`src/rtl/spinor_pkg.sv`:
```
package spinor_pkg;

    localparam int ADDR_W = 24;

    typedef enum logic [1:0] {
        OP_RD    = 2'd0,
        OP_PROG  = 2'd1,
        OP_ERASE = 2'd2
    } op_t;

    localparam logic [7:0] CMD_WREN = 8'h06;
    localparam logic [7:0] CMD_RDSR = 8'h05;
    localparam logic [7:0] CMD_READ = 8'h03;
    localparam logic [7:0] CMD_PP   = 8'h02;
    localparam logic [7:0] CMD_SE   = 8'hD8;

    typedef enum logic [3:0] {
        ST_IDLE,
        ST_CHECK,
        ST_POLL_OP,
        ST_POLL_RX,
        ST_POLL_EVAL,
        ST_WREN,
        ST_WREN_GAP,
        ST_CMD,
        ST_DATA,
        ST_CHUNK_END,
        ST_ERASE_STEP,
        ST_FINISH,
        ST_FAIL
    } seq_state_t;

endpackage

```
`src/rtl/spinor_shifter.sv`:
```
module spinor_shifter #(
    parameter int SCK_HALF = 2
) (
    input  logic       clk,
    input  logic       rst_n,
    input  logic       start,
    input  logic [7:0] tx_byte,
    output logic [7:0] rx_byte,
    output logic       byte_done,
    output logic       sck,
    output logic       mosi,
    input  logic       miso
);
    localparam int DW = (SCK_HALF > 1) ? $clog2(SCK_HALF) : 1;
    localparam logic [DW-1:0] DIV_TOP = DW'(SCK_HALF - 1);

    logic [DW-1:0] div_q;
    logic [2:0]    bit_q;
    logic [7:0]    sh_q;
    logic [7:0]    rx_q;
    logic          act_q;
    logic          sck_q;
    logic          done_q;

    always_ff @(posedge clk or negedge rst_n) begin
        if (!rst_n) begin
            div_q  <= '0;
            bit_q  <= '0;
            sh_q   <= '0;
            rx_q   <= '0;
            act_q  <= 1'b0;
            sck_q  <= 1'b0;
            done_q <= 1'b0;
        end else begin
            done_q <= 1'b0;
            if (start) begin
                sh_q  <= tx_byte;
                bit_q <= '0;
                div_q <= '0;
                act_q <= 1'b1;
                sck_q <= 1'b0;
            end else if (act_q) begin
                if (div_q == DIV_TOP) begin
                    div_q <= '0;
                    sck_q <= ~sck_q;
                    if (!sck_q) begin
                        rx_q <= {rx_q[6:0], miso};
                    end else if (bit_q == 3'd7) begin
                        act_q  <= 1'b0;
                        done_q <= 1'b1;
                    end else begin
                        bit_q <= bit_q + 3'd1;
                        sh_q  <= {sh_q[6:0], 1'b0};
                    end
                end else begin
                    div_q <= div_q + DW'(1);
                end
            end
        end
    end

    assign rx_byte   = rx_q;
    assign byte_done = done_q;
    assign sck       = sck_q;
    assign mosi      = sh_q[7];

endmodule

```
`src/rtl/spinor_reqchk.sv`:
```
module spinor_reqchk
    import spinor_pkg::*;
#(
    parameter int LEN_W        = 24,
    parameter int DEV_BYTES    = 1 << 20,
    parameter int SECTOR_BYTES = 65536
) (
    input  op_t                op,
    input  logic [ADDR_W-1:0]  addr,
    input  logic [LEN_W-1:0]   len,
    output logic               zero,
    output logic               ok
);
    localparam int SW = $clog2(SECTOR_BYTES);
    localparam int EW = ((LEN_W > ADDR_W) ? LEN_W : ADDR_W) + 1;

    logic [EW-1:0] end_a;
    logic          op_valid;
    logic          in_range;
    logic          aligned;

    always_comb begin
        end_a    = EW'(addr) + EW'(len);
        in_range = (end_a <= EW'(DEV_BYTES));
        aligned  = (addr[SW-1:0] == '0) && (len[SW-1:0] == '0);
        op_valid = (op == OP_RD) || (op == OP_PROG) || (op == OP_ERASE);
        zero     = op_valid && (len == '0);
        ok       = op_valid && in_range && ((op != OP_ERASE) || aligned);
    end

endmodule

```
`src/rtl/spinor_chunk.sv`:
```
module spinor_chunk #(
    parameter int LEN_W      = 24,
    parameter int PAGE_BYTES = 256
) (
    input  logic [$clog2(PAGE_BYTES)-1:0] addr_lo,
    input  logic [LEN_W-1:0]              remain,
    output logic [LEN_W-1:0]              chunk
);
    localparam int PGW = $clog2(PAGE_BYTES);

    logic [PGW:0] room;

    always_comb begin
        room  = (PGW+1)'(PAGE_BYTES) - {1'b0, addr_lo};
        chunk = (remain < LEN_W'(room)) ? remain : LEN_W'(room);
    end

endmodule

```
`src/rtl/spinor_seq.sv`:
```
module spinor_seq
    import spinor_pkg::*;
#(
    parameter int LEN_W        = 24,
    parameter int DEV_BYTES    = 1 << 20,
    parameter int SECTOR_BYTES = 65536,
    parameter int PAGE_BYTES   = 256,
    parameter int SCK_HALF     = 2,
    parameter int POLL_LIMIT   = 100000
) (
    input  logic              clk,
    input  logic              rst_n,
    input  logic              req_valid,
    input  logic [1:0]        req_op,
    input  logic [23:0]       req_addr,
    input  logic [LEN_W-1:0]  req_len,
    input  logic [7:0]        wr_data,
    input  logic              wr_valid,
    output logic              wr_ready,
    output logic [7:0]        rd_data,
    output logic              rd_valid,
    input  logic              rd_ready,
    output logic              busy,
    output logic              done,
    output logic              err,
    output logic [LEN_W-1:0]  done_count,
    output logic              sck,
    output logic              cs_n,
    output logic              mosi,
    input  logic              miso
);
    localparam int PW  = $clog2(POLL_LIMIT + 1);
    localparam int PGW = $clog2(PAGE_BYTES);
    localparam logic [PW-1:0]     POLL_TOP = PW'(POLL_LIMIT);
    localparam logic [LEN_W-1:0]  SEC_LEN  = LEN_W'(SECTOR_BYTES);
    localparam logic [ADDR_W-1:0] SEC_ADR  = ADDR_W'(SECTOR_BYTES);

    seq_state_t        state_q, state_d;
    op_t               op_q;
    logic [ADDR_W-1:0] addr_q;
    logic [LEN_W-1:0]  remain_q;
    logic [LEN_W-1:0]  chunk_q;
    logic [LEN_W-1:0]  moved_q;
    logic [PW-1:0]     poll_q;
    logic [1:0]        idx_q;
    logic              launched_q;
    logic              rdv_q;
    logic [7:0]        rdat_q;
    logic              stat_busy_q;
    logic              cs_n_q;

    logic              sh_start;
    logic [7:0]        sh_tx;
    logic [7:0]        sh_rx;
    logic              sh_done;
    logic              chk_zero;
    logic              chk_ok;
    logic [LEN_W-1:0]  chunk_w;
    logic [7:0]        cmd_op;

    spinor_shifter #(.SCK_HALF(SCK_HALF)) u_shift (
        .clk(clk), .rst_n(rst_n), .start(sh_start), .tx_byte(sh_tx),
        .rx_byte(sh_rx), .byte_done(sh_done), .sck(sck), .mosi(mosi), .miso(miso)
    );

    spinor_reqchk #(.LEN_W(LEN_W), .DEV_BYTES(DEV_BYTES), .SECTOR_BYTES(SECTOR_BYTES)) u_chk_req (
        .op(op_q), .addr(addr_q), .len(remain_q), .zero(chk_zero), .ok(chk_ok)
    );

    spinor_chunk #(.LEN_W(LEN_W), .PAGE_BYTES(PAGE_BYTES)) u_chunk (
        .addr_lo(addr_q[PGW-1:0]), .remain(remain_q), .chunk(chunk_w)
    );

    // next-state logic
    always_comb begin
        state_d = state_q;
        unique case (state_q)
            ST_IDLE:       if (req_valid) state_d = ST_CHECK;
            ST_CHECK: begin
                if (chk_zero)     state_d = ST_FINISH;
                else if (!chk_ok) state_d = ST_FAIL;
                else              state_d = ST_POLL_OP;
            end
            ST_POLL_OP:    if (sh_done) state_d = ST_POLL_RX;
            ST_POLL_RX:    if (sh_done) state_d = ST_POLL_EVAL;
            ST_POLL_EVAL: begin
                if (!stat_busy_q)          state_d = (op_q == OP_RD) ? ST_CMD : ST_WREN;
                else if (poll_q == POLL_TOP) state_d = ST_FAIL;
                else                       state_d = ST_POLL_OP;
            end
            ST_WREN:       if (sh_done) state_d = ST_WREN_GAP;
            ST_WREN_GAP:   state_d = ST_CMD;
            ST_CMD:        if (sh_done && idx_q == 2'd3)
                               state_d = (op_q == OP_ERASE) ? ST_ERASE_STEP : ST_DATA;
            ST_DATA:       if (sh_done && chunk_q == LEN_W'(1)) state_d = ST_CHUNK_END;
            ST_CHUNK_END:  if (!rdv_q) state_d = (remain_q == '0) ? ST_FINISH : ST_POLL_OP;
            ST_ERASE_STEP: state_d = (remain_q == '0) ? ST_FINISH : ST_POLL_OP;
            ST_FINISH:     state_d = ST_IDLE;
            ST_FAIL:       state_d = ST_IDLE;
            default:       state_d = ST_IDLE;
        endcase
    end

    // state register and datapath
    always_ff @(posedge clk or negedge rst_n) begin
        if (!rst_n) begin
            state_q     <= ST_IDLE;
            op_q        <= OP_RD;
            addr_q      <= '0;
            remain_q    <= '0;
            chunk_q     <= '0;
            moved_q     <= '0;
            poll_q      <= '0;
            idx_q       <= '0;
            launched_q  <= 1'b0;
            rdv_q       <= 1'b0;
            rdat_q      <= '0;
            stat_busy_q <= 1'b0;
            cs_n_q      <= 1'b1;
        end else begin
            state_q <= state_d;
            cs_n_q  <= !(state_d inside {ST_POLL_OP, ST_POLL_RX, ST_WREN, ST_CMD, ST_DATA});
            if (sh_start)     launched_q <= 1'b1;
            else if (sh_done) launched_q <= 1'b0;
            if (rdv_q && rd_ready) rdv_q <= 1'b0;

            if (state_q == ST_IDLE && req_valid) begin
                op_q     <= op_t'(req_op);
                addr_q   <= req_addr;
                remain_q <= req_len;
                moved_q  <= '0;
            end
            if (state_d == ST_POLL_OP &&
                state_q inside {ST_CHECK, ST_CHUNK_END, ST_ERASE_STEP})
                poll_q <= '0;
            if (state_q == ST_POLL_RX && sh_done) begin
                poll_q      <= poll_q + PW'(1);
                stat_busy_q <= sh_rx[0];
            end
            if (state_q == ST_CMD && sh_done) begin
                idx_q <= idx_q + 2'd1;
                if (idx_q == 2'd3) begin
                    if (op_q == OP_ERASE) begin
                        addr_q   <= addr_q + SEC_ADR;
                        remain_q <= remain_q - SEC_LEN;
                    end else begin
                        chunk_q <= (op_q == OP_RD) ? remain_q : chunk_w;
                    end
                end
            end
            if (state_q == ST_DATA && sh_done) begin
                chunk_q  <= chunk_q - LEN_W'(1);
                remain_q <= remain_q - LEN_W'(1);
                addr_q   <= addr_q + ADDR_W'(1);
                moved_q  <= moved_q + LEN_W'(1);
                if (op_q == OP_RD) begin
                    rdv_q  <= 1'b1;
                    rdat_q <= sh_rx;
                end
            end
        end
    end

    // outputs
    always_comb begin
        unique case (op_q)
            OP_RD:   cmd_op = CMD_READ;
            OP_PROG: cmd_op = CMD_PP;
            default: cmd_op = CMD_SE;
        endcase
        sh_tx    = 8'h00;
        sh_start = 1'b0;
        wr_ready = 1'b0;
        unique case (state_q)
            ST_POLL_OP: begin sh_tx = CMD_RDSR; sh_start = !launched_q; end
            ST_POLL_RX: begin sh_tx = 8'h00;    sh_start = !launched_q; end
            ST_WREN:    begin sh_tx = CMD_WREN; sh_start = !launched_q; end
            ST_CMD: begin
                unique case (idx_q)
                    2'd0: sh_tx = cmd_op;
                    2'd1: sh_tx = addr_q[23:16];
                    2'd2: sh_tx = addr_q[15:8];
                    default: sh_tx = addr_q[7:0];
                endcase
                sh_start = !launched_q;
            end
            ST_DATA: begin
                if (op_q == OP_PROG) begin
                    wr_ready = !launched_q;
                    sh_tx    = wr_data;
                    sh_start = !launched_q && wr_valid;
                end else begin
                    sh_start = !launched_q && !rdv_q;
                end
            end
            default: ;
        endcase
    end

    assign busy       = (state_q != ST_IDLE);
    assign done       = (state_q == ST_FINISH);
    assign err        = (state_q == ST_FAIL);
    assign done_count = moved_q;
    assign rd_valid   = rdv_q;
    assign rd_data    = rdat_q;
    assign cs_n       = cs_n_q;

endmodule

```
`config.mk`:
```
export PLATFORM = sky130hd
export DESIGN_NAME = spinor_seq
export DESIGN_NICKNAME = d
export VERILOG_FILES = /design/src/rtl/spinor_pkg.sv /design/src/rtl/spinor_shifter.sv /design/src/rtl/spinor_reqchk.sv /design/src/rtl/spinor_chunk.sv /design/src/rtl/spinor_seq.sv
export SDC_FILE = /design/constraint.sdc
export NUM_CORES = 1
export LEC_CHECK = 0
export ABC_AREA = 1
export BUFFER_PORTS_ARGS = -buffer_cell sky130_fd_sc_hd__buf_2
export CAP_MARGIN = 5
export CORE_MARGIN = 8
export CORE_UTILIZATION = 40
export CTS_BUF_LIST = sky130_fd_sc_hd__clkbuf_4 sky130_fd_sc_hd__clkbuf_8 sky130_fd_sc_hd__clkbuf_16
export DETAILED_ROUTE_END_ITERATION = 6
export GPL_TIMING_DRIVEN = 0
export PLACE_DENSITY_LB_ADDON = 0.08
export SYNTH_ARGS = -nofsm -noshare
export SYNTH_HDL_FRONTEND = slang
export SYNTH_SLANG_ARGS = --single-unit
```
`constraint.sdc`:
```
create_clock -name clk -period 2.66 [get_ports clk]
set_clock_uncertainty 0.05 [all_clocks]
set_input_delay 0.266 -clock clk [delete_from_list [all_inputs] [get_ports clk]]
set_output_delay 0.266 -clock clk [all_outputs]
set_load 0.05 [all_outputs]
```
==> Word-level counts from Yosys, hierarchy flattened <==
Cells that the tools add are included.
{ "op_classes": {"reduce_logical": 43, "mux": 74, "addsub": 12, "bitwise": 2, "magnitude_cmp": 2, "eq_ne": 28} }
{ "ops": {"columns": ["cell", "count"], "rows": [
  ["$mux W24", 18],
  ["$add A24 B1 Y24 const B", 2],
  ["$mux W4", 12],
  ["$mux W8", 6],
  ["$sub A24 B1 Y24 const B", 2],
  ["$pmux W4 S11", 1],
  ["$mux W17", 2],
  ["$logic_not A16 Y1", 2],
  ["$pmux W8 S4", 1],
  ["$add A24 B24 Y25", 1],
  ["$le A25 B21 Y1 const B", 1],
  ["$add A24 B17 Y24 const B", 1],
  ["$eq A24 B1 Y1 const B", 1],
  ["$eq A4 B3 Y1 const B", 6],
  ["$eq A4 B4 Y1 const B", 6],
  ["$logic_not A24 Y1", 1],
  ["$lt A24 B9 Y1", 1],
  ["$mux W1", 24],
  ["$pmux W8 S3", 1],
  ["$sub A24 B17 Y24 const B", 1],
  ["$add A17 B1 Y17 const B", 1],
  ["$eq A17 B17 Y1 const B", 1],
  ["$eq A4 B2 Y1 const B", 4],
  ["$pmux W8 S2", 1],
  ["other kinds (27)", 64]
]} }
{ "totals": {"ff_bits": 156, "inputBits": 64} }

==> Logic depth before layout (Yosys ltp) <==
Gate-level depths: netlist (run 1).
{ "logic_depth": {"word_depth": 12, "ltp_mapped": 22, "ltp_nobuf": 22} }

==> By module <==
A second synthesis (run 1) with hierarchy kept.
{ "hier_totals": {"hier_cells": 1953, "hier_area_um2": 12903.6} }
{ "modules_own_cells": {"columns": ["mod", "instances", "area_each_um2", "cells_per_inst", "seq_area_each_um2"], "rows": [
  ["spinor_seq", 1, 9252.6, 1346, 3329.4],
  ["spinor_reqchk", 1, 1855.5, 365, 0.0],
  ["spinor_shifter", 1, 1109.8, 129, 575.6],
  ["spinor_chunk", 1, 685.7, 113, 0.0]
]} }

==> Worst setup path before layout (run 1) <==
OpenSTA, ideal clock, no wires.
{ "synth_path": {"path_kind": "flip-flop to flip-flop", "startpoint": "register addr_q[0]", "endpoint": "register poll_q[11]", "n_path_buf": 1, "required_ns": 2.490, "setup_slack_ns": -0.095, "stages_incl_launch_ff": 19, "arrival_ns": 2.585, "path_cell_list": "dfrtp_1 -> ha_1 -> fa_1 -> or2_2 -> a21oi_1 -> nand3_1 -> nor2_1 -> nand3_1 -> nor2_1 -> nand2_1 -> nor2_1 -> nand3_1 -> nand2_1 -> nand3_2 -> nand2_2 -> nand3_4 -> buf_6 -> nand3_1 -> nand2_1"} }
{ "synth_via": {"elab_chain_len": 10, "word_cells_on_any_way": 13} }
{ "synth_rtl": {"columns": ["item", "line_no", "rtl"], "rows": [
  ["start: declaration", "spinor_seq.sv:40", "logic [ADDR_W-1:0] addr_q;"],
  ["start signal: assignment", "spinor_seq.sv:129", "addr_q <= req_addr;"],
  ["start signal: assignment", "spinor_seq.sv:144", "addr_q <= addr_q + SEC_ADR;"],
  ["start signal: assignment", "spinor_seq.sv:154", "addr_q <= addr_q + ADDR_W'(1);"],
  ["$add A24 B24 Y25 / $logic_not A16 Y1 (equally long branches)", "spinor_reqchk.sv:23, spinor_reqchk.sv:25", null],
  ["$le A25 B21 Y1 / $logic_and A1 B1 Y1 (equally long branches)", "spinor_reqchk.sv:24, spinor_reqchk.sv:25", null],
  ["$logic_and A1 B1 Y1 / $logic_or A1 B1 Y1 (equally long branches)", "spinor_reqchk.sv:28", "ok = op_valid && in_range && ((op != OP_ERASE) || aligned);"],
  ["$logic_and A1 B1 Y1 *", "spinor_reqchk.sv:28", null],
  ["$mux W4 *", "spinor_seq.sv:81", "else if (!chk_ok) state_d = ST_FAIL;"],
  ["$mux W4 *", "spinor_seq.sv:80", "if (chk_zero) state_d = ST_FINISH;"],
  ["$pmux W4 S11 *", "spinor_seq.sv:77", "unique case (state_q)"],
  ["net state_d[1]", "spinor_seq.sv:38", "seq_state_t state_q, state_d;"],
  ["$eq A4 B2 Y1 *", "spinor_seq.sv:133", "if (state_d == ST_POLL_OP &&"],
  ["$logic_and A1 B1 Y1 *", "spinor_seq.sv:134", "state_q inside {ST_CHECK, ST_CHUNK_END, ST_ERASE_STEP})"],
  ["$reduce_bool A2 Y1 (no line) *", null, null],
  ["end signal: assignment", "spinor_seq.sv:137", "poll_q <= poll_q + PW'(1);"],
  ["end: declaration", "spinor_seq.sv:44", "logic [PW-1:0] poll_q;"]
]} }
Mark *: on every way through the listed nets, which the timed path passes. The rest lies on a longest branch.
A chain may end at the register's enable or synchronous reset.

==> Worst setup path in the final report (run 1) <==
{ "layout_path": {"startpoint": "register addr_q[0]", "endpoint": "register chunk_q[4]"} }
{ "layout_via": {"elab_chain_len": 8} }
{ "layout_rtl": {"columns": ["item", "line_no", "rtl"], "rows": [
  ["$sub A9 B8 Y9 *", "spinor_chunk.sv:14", "room = (PGW+1)'(PAGE_BYTES) - {1'b0, addr_lo};"],
  ["$lt A24 B9 Y1", "spinor_chunk.sv:15", "chunk = (remain < LEN_W'(room)) ? remain : LEN_W'(room);"],
  ["$mux W24 *", "spinor_chunk.sv:15", null],
  ["$mux W24 *", "spinor_seq.sv:147", "chunk_q <= (op_q == OP_RD) ? remain_q : chunk_w;"],
  ["$mux W24 *", "spinor_seq.sv:143", "if (op_q == OP_ERASE) begin"],
  ["$mux W24 *", "spinor_seq.sv:142", "if (idx_q == 2'd3) begin"],
  ["$mux W24 *", "spinor_seq.sv:140", "if (state_q == ST_CMD && sh_done) begin"],
  ["$mux W24 *", "spinor_seq.sv:151", "if (state_q == ST_DATA && sh_done) begin"],
  ["end signal: assignment", "spinor_seq.sv:147", null],
  ["end signal: assignment", "spinor_seq.sv:152", "chunk_q <= chunk_q - LEN_W'(1);"],
  ["end: declaration", "spinor_seq.sv:42", "logic [LEN_W-1:0] chunk_q;"]
]} }
Every way passes the cells marked *; elsewhere a longest branch is shown, timed or not. The select of a mux whose other input is x is not followed.

==> metrics, run 1 <==
post-synthesis sequential area ratio=33.5%; post-synthesis cell type count=64; final WL=43200 um; reg2reg setup slack=-340 ps; M3 GR Usage=4.25%; total negative setup slack=-10260 ps; Clk pin slew, worst setup/hold paths=70 ps; placed wire-length estimate=31700 um; hold-critical path depth=3; Synth Instances=1699; post-synthesis cell area=11600 um2; Max Slew Vio Count=0; number of antenna violations at the first check in global routing=0; Inst Count DP=2187; CP startpoint kind=flop; Top FF cell, synth=dfrtp_1; met2 Track Usage GR=38.9%; post-layout minimum cycle time=3000 ps; port buffer count=103; Clock Latency Late Sink=460 ps; most used routing layer=met2; core footprint=28700 um2; Slew headroom=16.8%; DR pass1 iterations=7; Finished Core Util=50.5%; MaxCap Viol Count=0; pwr/cell area=1170 nW/um2; area of the die=34800 um2; H-tree depth=4; Hold Crit Endpoint=u_shift.rx_byte[0]; post-route cell area=14500 um2; Seq cells post-synth=156; crit-path cells=buf_4, nor3_4, nand2_2, nor2_4, nand3_4, xor2_4, ha_4, a21oi_1, o21ai_1, o21ai_1, nand3_1, o21ai_4, buf_4, buf_6, o21ai_2, a21oi_1, o21ai_1; Die H=187 um; worst hold path startpoint=miso; Fin. Hold Viols=0; Ant. Diodes=0; synth warn=0; vias in the first global route=12088; Syn Area/Cell=6.85 um2; Least-Margin Pin Slew=1240 ps; DR WL/cell=18.9 um; status=complete, but fails checks; crit path buf inv count=3; cell repeated most along the worst path=o21ai_1; syn nets=1814; Fmax achieved=334 MHz; Total Routing Usage GR=24.2%; pre-CTS setup slack=-833 ps; max incr delay on CP=470 ps; failing checks=negative setup slack; Leakage=6.99 nW; Crit Path Class=flop to flop; largest net degree at the start of global routing=80; Area Growth Syn to Fin=24.5%; CTS Buf Count=17; HP Class=primary input to flop; met1 usage=31.5%; fin crit share=113%; Post-Layout Cell Count=2286; Die W=187 um; Critical Path RT=2950 ps; slowest CP cell=dfrtp_2; Largest delay share family, worst path=compound AO/OA/AOI/OAI gates; clk sinks=156; Remaining Overflow, GRT=0; FFs w/ async S/R, synth=100%; I/O pin cnt=104; worst r2r dst=chunk_q[4]; final RePlAce weighted congestion=0.961; RR Startpoint=addr_q[0]; peak supply drop=0.641 mV; Crit path arrival time=3280 ps; layout cells sized above 1=20.7%; via count=12483; # rows=62; CP endpoint kind=flop; DP Area=12700 um2; CP max FO=6; DRT iter0 DRCs=1108; drt via density=5.46; initial core utilization=40.6%; final setup vio count=43; CTS tree=done; Root Buffer=clkbuf_16; Final Worst Setup Slack=-336 ps; nets@finish=2004; global-route wire length before repair=67100 um; RSZ-0062 raised after global routing=true; DRC viols=0; ANT nets after route=0; number of synthesized flops with an enable pin=0; clock buffer depth=2; R2R depth=17
==> worst max path at each step <==
stage,start,endpoint,depth (start not counted)
finish,addr_q[0],chunk_q[4],17
global route,addr_q[0],chunk_q[8],16
CTS,addr_q[0],poll_q[3],18
detailed placement,addr_q[0],chunk_q[1],15
global placement,rst_n,addr_q[0],1
floorplan,remain_q[0],poll_q[11],18
==> tightest hold or removal path: stages <==
cell	delay, ps
buf_2	80
nor2_1	40
a21oi_1	100
==> metrics by stage <==
stage / power (mW) / hold WS [ps]
4_1_cts: 16.0 / 0.0866
5_1_grt: 18.5 / 29.7
6_report: 17.0 / 28.0
3_5_place_dp: 12.8 / 248
2_1_floorplan: 10.4 / -79.6
3_3_place_gp: 12.7 / 410
==> routing by layer <==
metal	vias up	share of wire, %
met5	-	0
met4	0	3.6
met3	88	5.8
met2	403	47
met1	5942	44
li1	6050	-
==> layout make-up <==
type	instances	area [um2]
Fill cell	2959	14200
Multi-Input combinational cell	1251	7170
Sequential cell	156	3930
Timing Repair Buffer	170	1140
Inverter	251	958
Tap cell	384	480
Clock buffer	18	433
Buffer	42	233
Clock inverter	14	146
==> cell usage after synthesis (3+ instances only) <==
cell type,instances,share of area [%]
a211oi_1,3,0.19
a21oi_1,93,4.0
a221o_1,4,0.34
a221oi_1,8,0.60
a22oi_1,8,0.52
a31oi_1,21,1.1
buf_1,7,0.23
buf_2,5,0.21
buf_4,3,0.19
clkbuf_1,25,0.81
dfrtp_1,155,33
ha_1,50,5.4
inv_1,241,7.8
inv_2,9,0.29
mux2i_1,3,0.26
nand2_1,390,13
nand2_2,13,0.70
nand3_1,125,5.4
nand3_2,7,0.60
nand3b_1,5,0.32
nand4_1,21,1.1
nor2_1,174,5.6
nor2_2,10,0.54
nor2_4,6,0.58
nor3_1,39,1.7
nor3_2,6,0.52
nor4_1,12,0.64
o211ai_1,13,0.84
o21ai_0,135,5.8
o21ai_1,6,0.26
o221ai_1,8,0.60
o22ai_1,20,1.1
o311ai_0,6,0.45
or2_2,7,0.38
xnor2_1,3,0.23
xor2_1,22,1.7
==> flip-flops by register name, indices dropped and copies added (netlist names), 2 cells and up <==
name and flops:
done_count 24, addr_q 24, u_shift.sh_q 8, u_shift.bit_q 3, chunk_q 24, remain_q 24, state_q 4, poll_q 17
op_q 2, idx_q 2, u_shift.rx_byte 8, rd_data 8
==> cells by family after synthesis <==
family                   Yosys count  share of synthesized area, %
AND/OR/NAND/NOR                  825                          31.8
AO/OA/AOI/OAI                    345                          17.2
buffers and inverters            293                          9.69
flip-flops                       156                          33.5
adder cells (fa/ha/maj)           51                          5.54
XOR/XNOR                          25                          1.88
multiplexers                       4                         0.355
==> cell usage in the layout (no fill, tap or decap), types with 13 or more instances in the layout <==
cell type,count
o211ai_1,13
nand3_1,107
inv_1,235
ha_1,32
buf_4,50
nor2_4,13
a21oi_1,89
nor2_2,15
buf_2,113
nor2_1,163
a31oi_1,21
o22ai_1,20
nand2_1,376
nor3_1,37
dfrtp_2,21
nand3_2,21
xor2_1,19
nand4_1,21
o21ai_1,17
clkbuf_16,17
o21ai_0,122
nand2_2,23
dfrtp_1,134
==> report_power, final <==
group,switching [mW],internal (mW)
logic,6.33,3.78
registers,1.26,3.14
clock network,1.11,1.39
total,8.70,8.32
==> timing repair <==
| action | 4_1_cts | 5_1_grt |
|---|---|---|
| pin swaps | 22 | 35 |
| resized for setup | 84 | 95 |
| setup endpoints to repair | 91 | 98 |
| buffers inserted | 24 | 28 |
| endpoints found under the hold margin | 87 | 0 |
| hold buffers | 11 | 0 |
| cloned | 3 | 1 |
No activity file was read; power rests on OpenSTA's default activity.
==> inputs of run 2 (changes only) <==
==> constraint.sdc (replaced) <==
create_clock -name clk -period 2.8 [get_ports clk]
set_clock_uncertainty 0.05 [all_clocks]
set_input_delay 0.28 -clock clk [delete_from_list [all_inputs] [get_ports clk]]
set_output_delay 0.28 -clock clk [all_outputs]
set_load 0.05 [all_outputs]
==> metrics, run 2 (synthesis results as in run 1) <==
Sw Ratio=50.8%; Crit Path Class=flop to flop; total negative setup slack=-6110 ps; global-route wire length before repair=66400 um; Pint=7.73 mW; sequential power share=26.1%; Ant. Diodes=0; Die H=187 um; CTS tree=done; Clk network pwr share=16.1%; Area Growth Syn to Fin=21.5%; max incr delay on CP=460 ps; status=complete, but fails checks; failing checks=negative setup slack; Die W=187 um; DR WL/cell=18.6 um; met2 WL=19500 um; CP startpoint kind=flop; final RePlAce weighted congestion=0.948; area of the die=34800 um2; final setup vio count=33; via count=12311; clock buffer depth=2; RSZ-0062 raised after global routing=true; DR pass1 iterations=6; DRC viols=0; ANT nets after route=0; nets@finish=1982; fin crit share=109%; Metal-1 WL=18600 um; Remaining Overflow, GRT=0; met3 wire len=2540 um; worst hold path startpoint=req_op[1]; DP Area=12700 um2; post-route cell area=14200 um2; H-tree depth=4; cell repeated most along the worst path=nand2_2; commonest non-fill, non-tap cell in the layout=nand2_1; final WL=42200 um; post-layout minimum cycle time=3050 ps; Clock Latency Late Sink=440 ps; CP max FO=6; CP Launch Point=remain_q[0]; Slew headroom=15.9%; placed wire-length estimate=31500 um; number of antenna violations at the first check in global routing=0; I/O pin cnt=104; slowest CP cell=dfrtp_2; crit path buf inv count=6; hold_ws=25.1 ps; Fin. Hold Viols=0; RR Startpoint=remain_q[0]; combinational power share=57.9%; Least-Margin Pin Slew=1260 ps; pre-CTS setup slack=-890 ps; crit-path cells=buf_4, buf_4, inv_1, ha_1, nand2_1, nor3_1, inv_1, nor2_4, nand2_2, inv_2, nand2_2, nor2_2, a221oi_1, nand2_2, nand3_4, buf_12, nand3_2, nand2_1; Net Sw Power=8.00 mW; reg2reg setup slack=-250 ps; Leakage=6.90 nW; Total Routing Usage GR=23.9%; MaxCap Viol Count=0; core footprint=28700 um2; Clk pin slew, worst setup/hold paths=70 ps; Fmax achieved=328 MHz; HP Class=primary input to flop; CTS Buf Count=17; Finished Core Util=49.3%; Critical Path RT=3060 ps; drt via density=5.44; DR top layer=met4; Max Slew Vio Count=0; Root Buffer=clkbuf_16; # rows=62; port buffer count=103; DRT iter0 DRCs=1029; Final Worst Setup Slack=-247 ps; largest net degree at the start of global routing=94; vias in the first global route=11925; peak supply drop=0.608 mV; commonest non-fill, non-tap cells in the layout=nand2_1 (383), inv_1 (238), nor2_1 (169); Crit path arrival time=3310 ps; layout cells sized above 1=18.3%; clk sinks=156; Largest delay share family, worst path=simple AND/OR/NAND/NOR gates; pwr/cell area=1110 nW/um2; initial core utilization=40.6%; CP endpoint kind=flop
## run 2: cell types whose count changed in the layout (fill, tap and decap cells not counted), moves of 6 or more
cell / delta
nor2_1: +6
nand3_1: -6
ha_4: -9
ha_1: +14
nand3_2: +8
nand2_1: +7
dfrtp_1: +14
buf_4: -19
dfrtp_2: -14
## run 2: final cells by class
class / instances / area [um2]
Clock inverter: 11 / 158
Tap cell: 384 / 480
Multi-Input combinational cell: 1250 / 6950
Inverter: 251 / 953
Clock buffer: 21 / 468
Fill cell: 2946 / 14500
Buffer: 42 / 241
Timing Repair Buffer: 149 / 985
Sequential cell: 156 / 3910
## run 2: repair_timing
item,CTS,global route
pin swaps,34,34
endpoints found under the setup margin,72,83
cloned,3,0
gates resized for setup,96,48
hold buffers,7,0
hold endpoints to repair,69,0
setup buffers,18,17
## run 2: worst register-to-register path, cell delays in order, from the launching register on
cell      delay (ps)
dfrtp_2          460
buf_4            170
buf_4            180
inv_1            130
ha_1             180
nand2_1           90
nor3_1           170
inv_1            120
nor2_4           150
nand2_2          100
inv_2             80
nand2_2          100
nor2_2           170
a221oi_1         140
nand2_2          170
nand3_4          150
buf_12           190
nand3_2           50
nand2_1           60
## run 2: power by group through the flow
stage	registers [mW]	logic, mW	clock network, mW
finish	4.10	9.11	2.53
detailed placement	4.06	8.07	0
global placement	4.07	8.00	0
CTS	4.04	8.76	2.58
floorplan	3.76	6.09	0
global route	4.18	10.3	2.67
## run 2: layer usage
layer,up-vias,GRT usage (%)
met4,0,9.38
li1,6008,-
met1,5822,31.2
met5,-,0
met3,80,3.84
met2,401,39.0
## run 2: path summary, 6_finish.rpt
path	end	cells past startpoint
setup / recovery	poll_q[5]	18
hold / removal	op_q[1]	3
setup reg to reg	poll_q[5]	18
hold reg to reg	rd_data[4]	2
max in group asynchronous	u_shift.sh_q[2]	3
min in group asynchronous	remain_q[8]	2
## run 2: stage by stage
stage | total power [mW] | std cells
4_1_cts | 15.4 | 2247
3_3_place_gp | 12.1 | 2186
6_report | 15.7 | 2264
2_1_floorplan | 9.85 | 1699
5_1_grt | 17.1 | 2264
3_5_place_dp | 12.1 | 2187
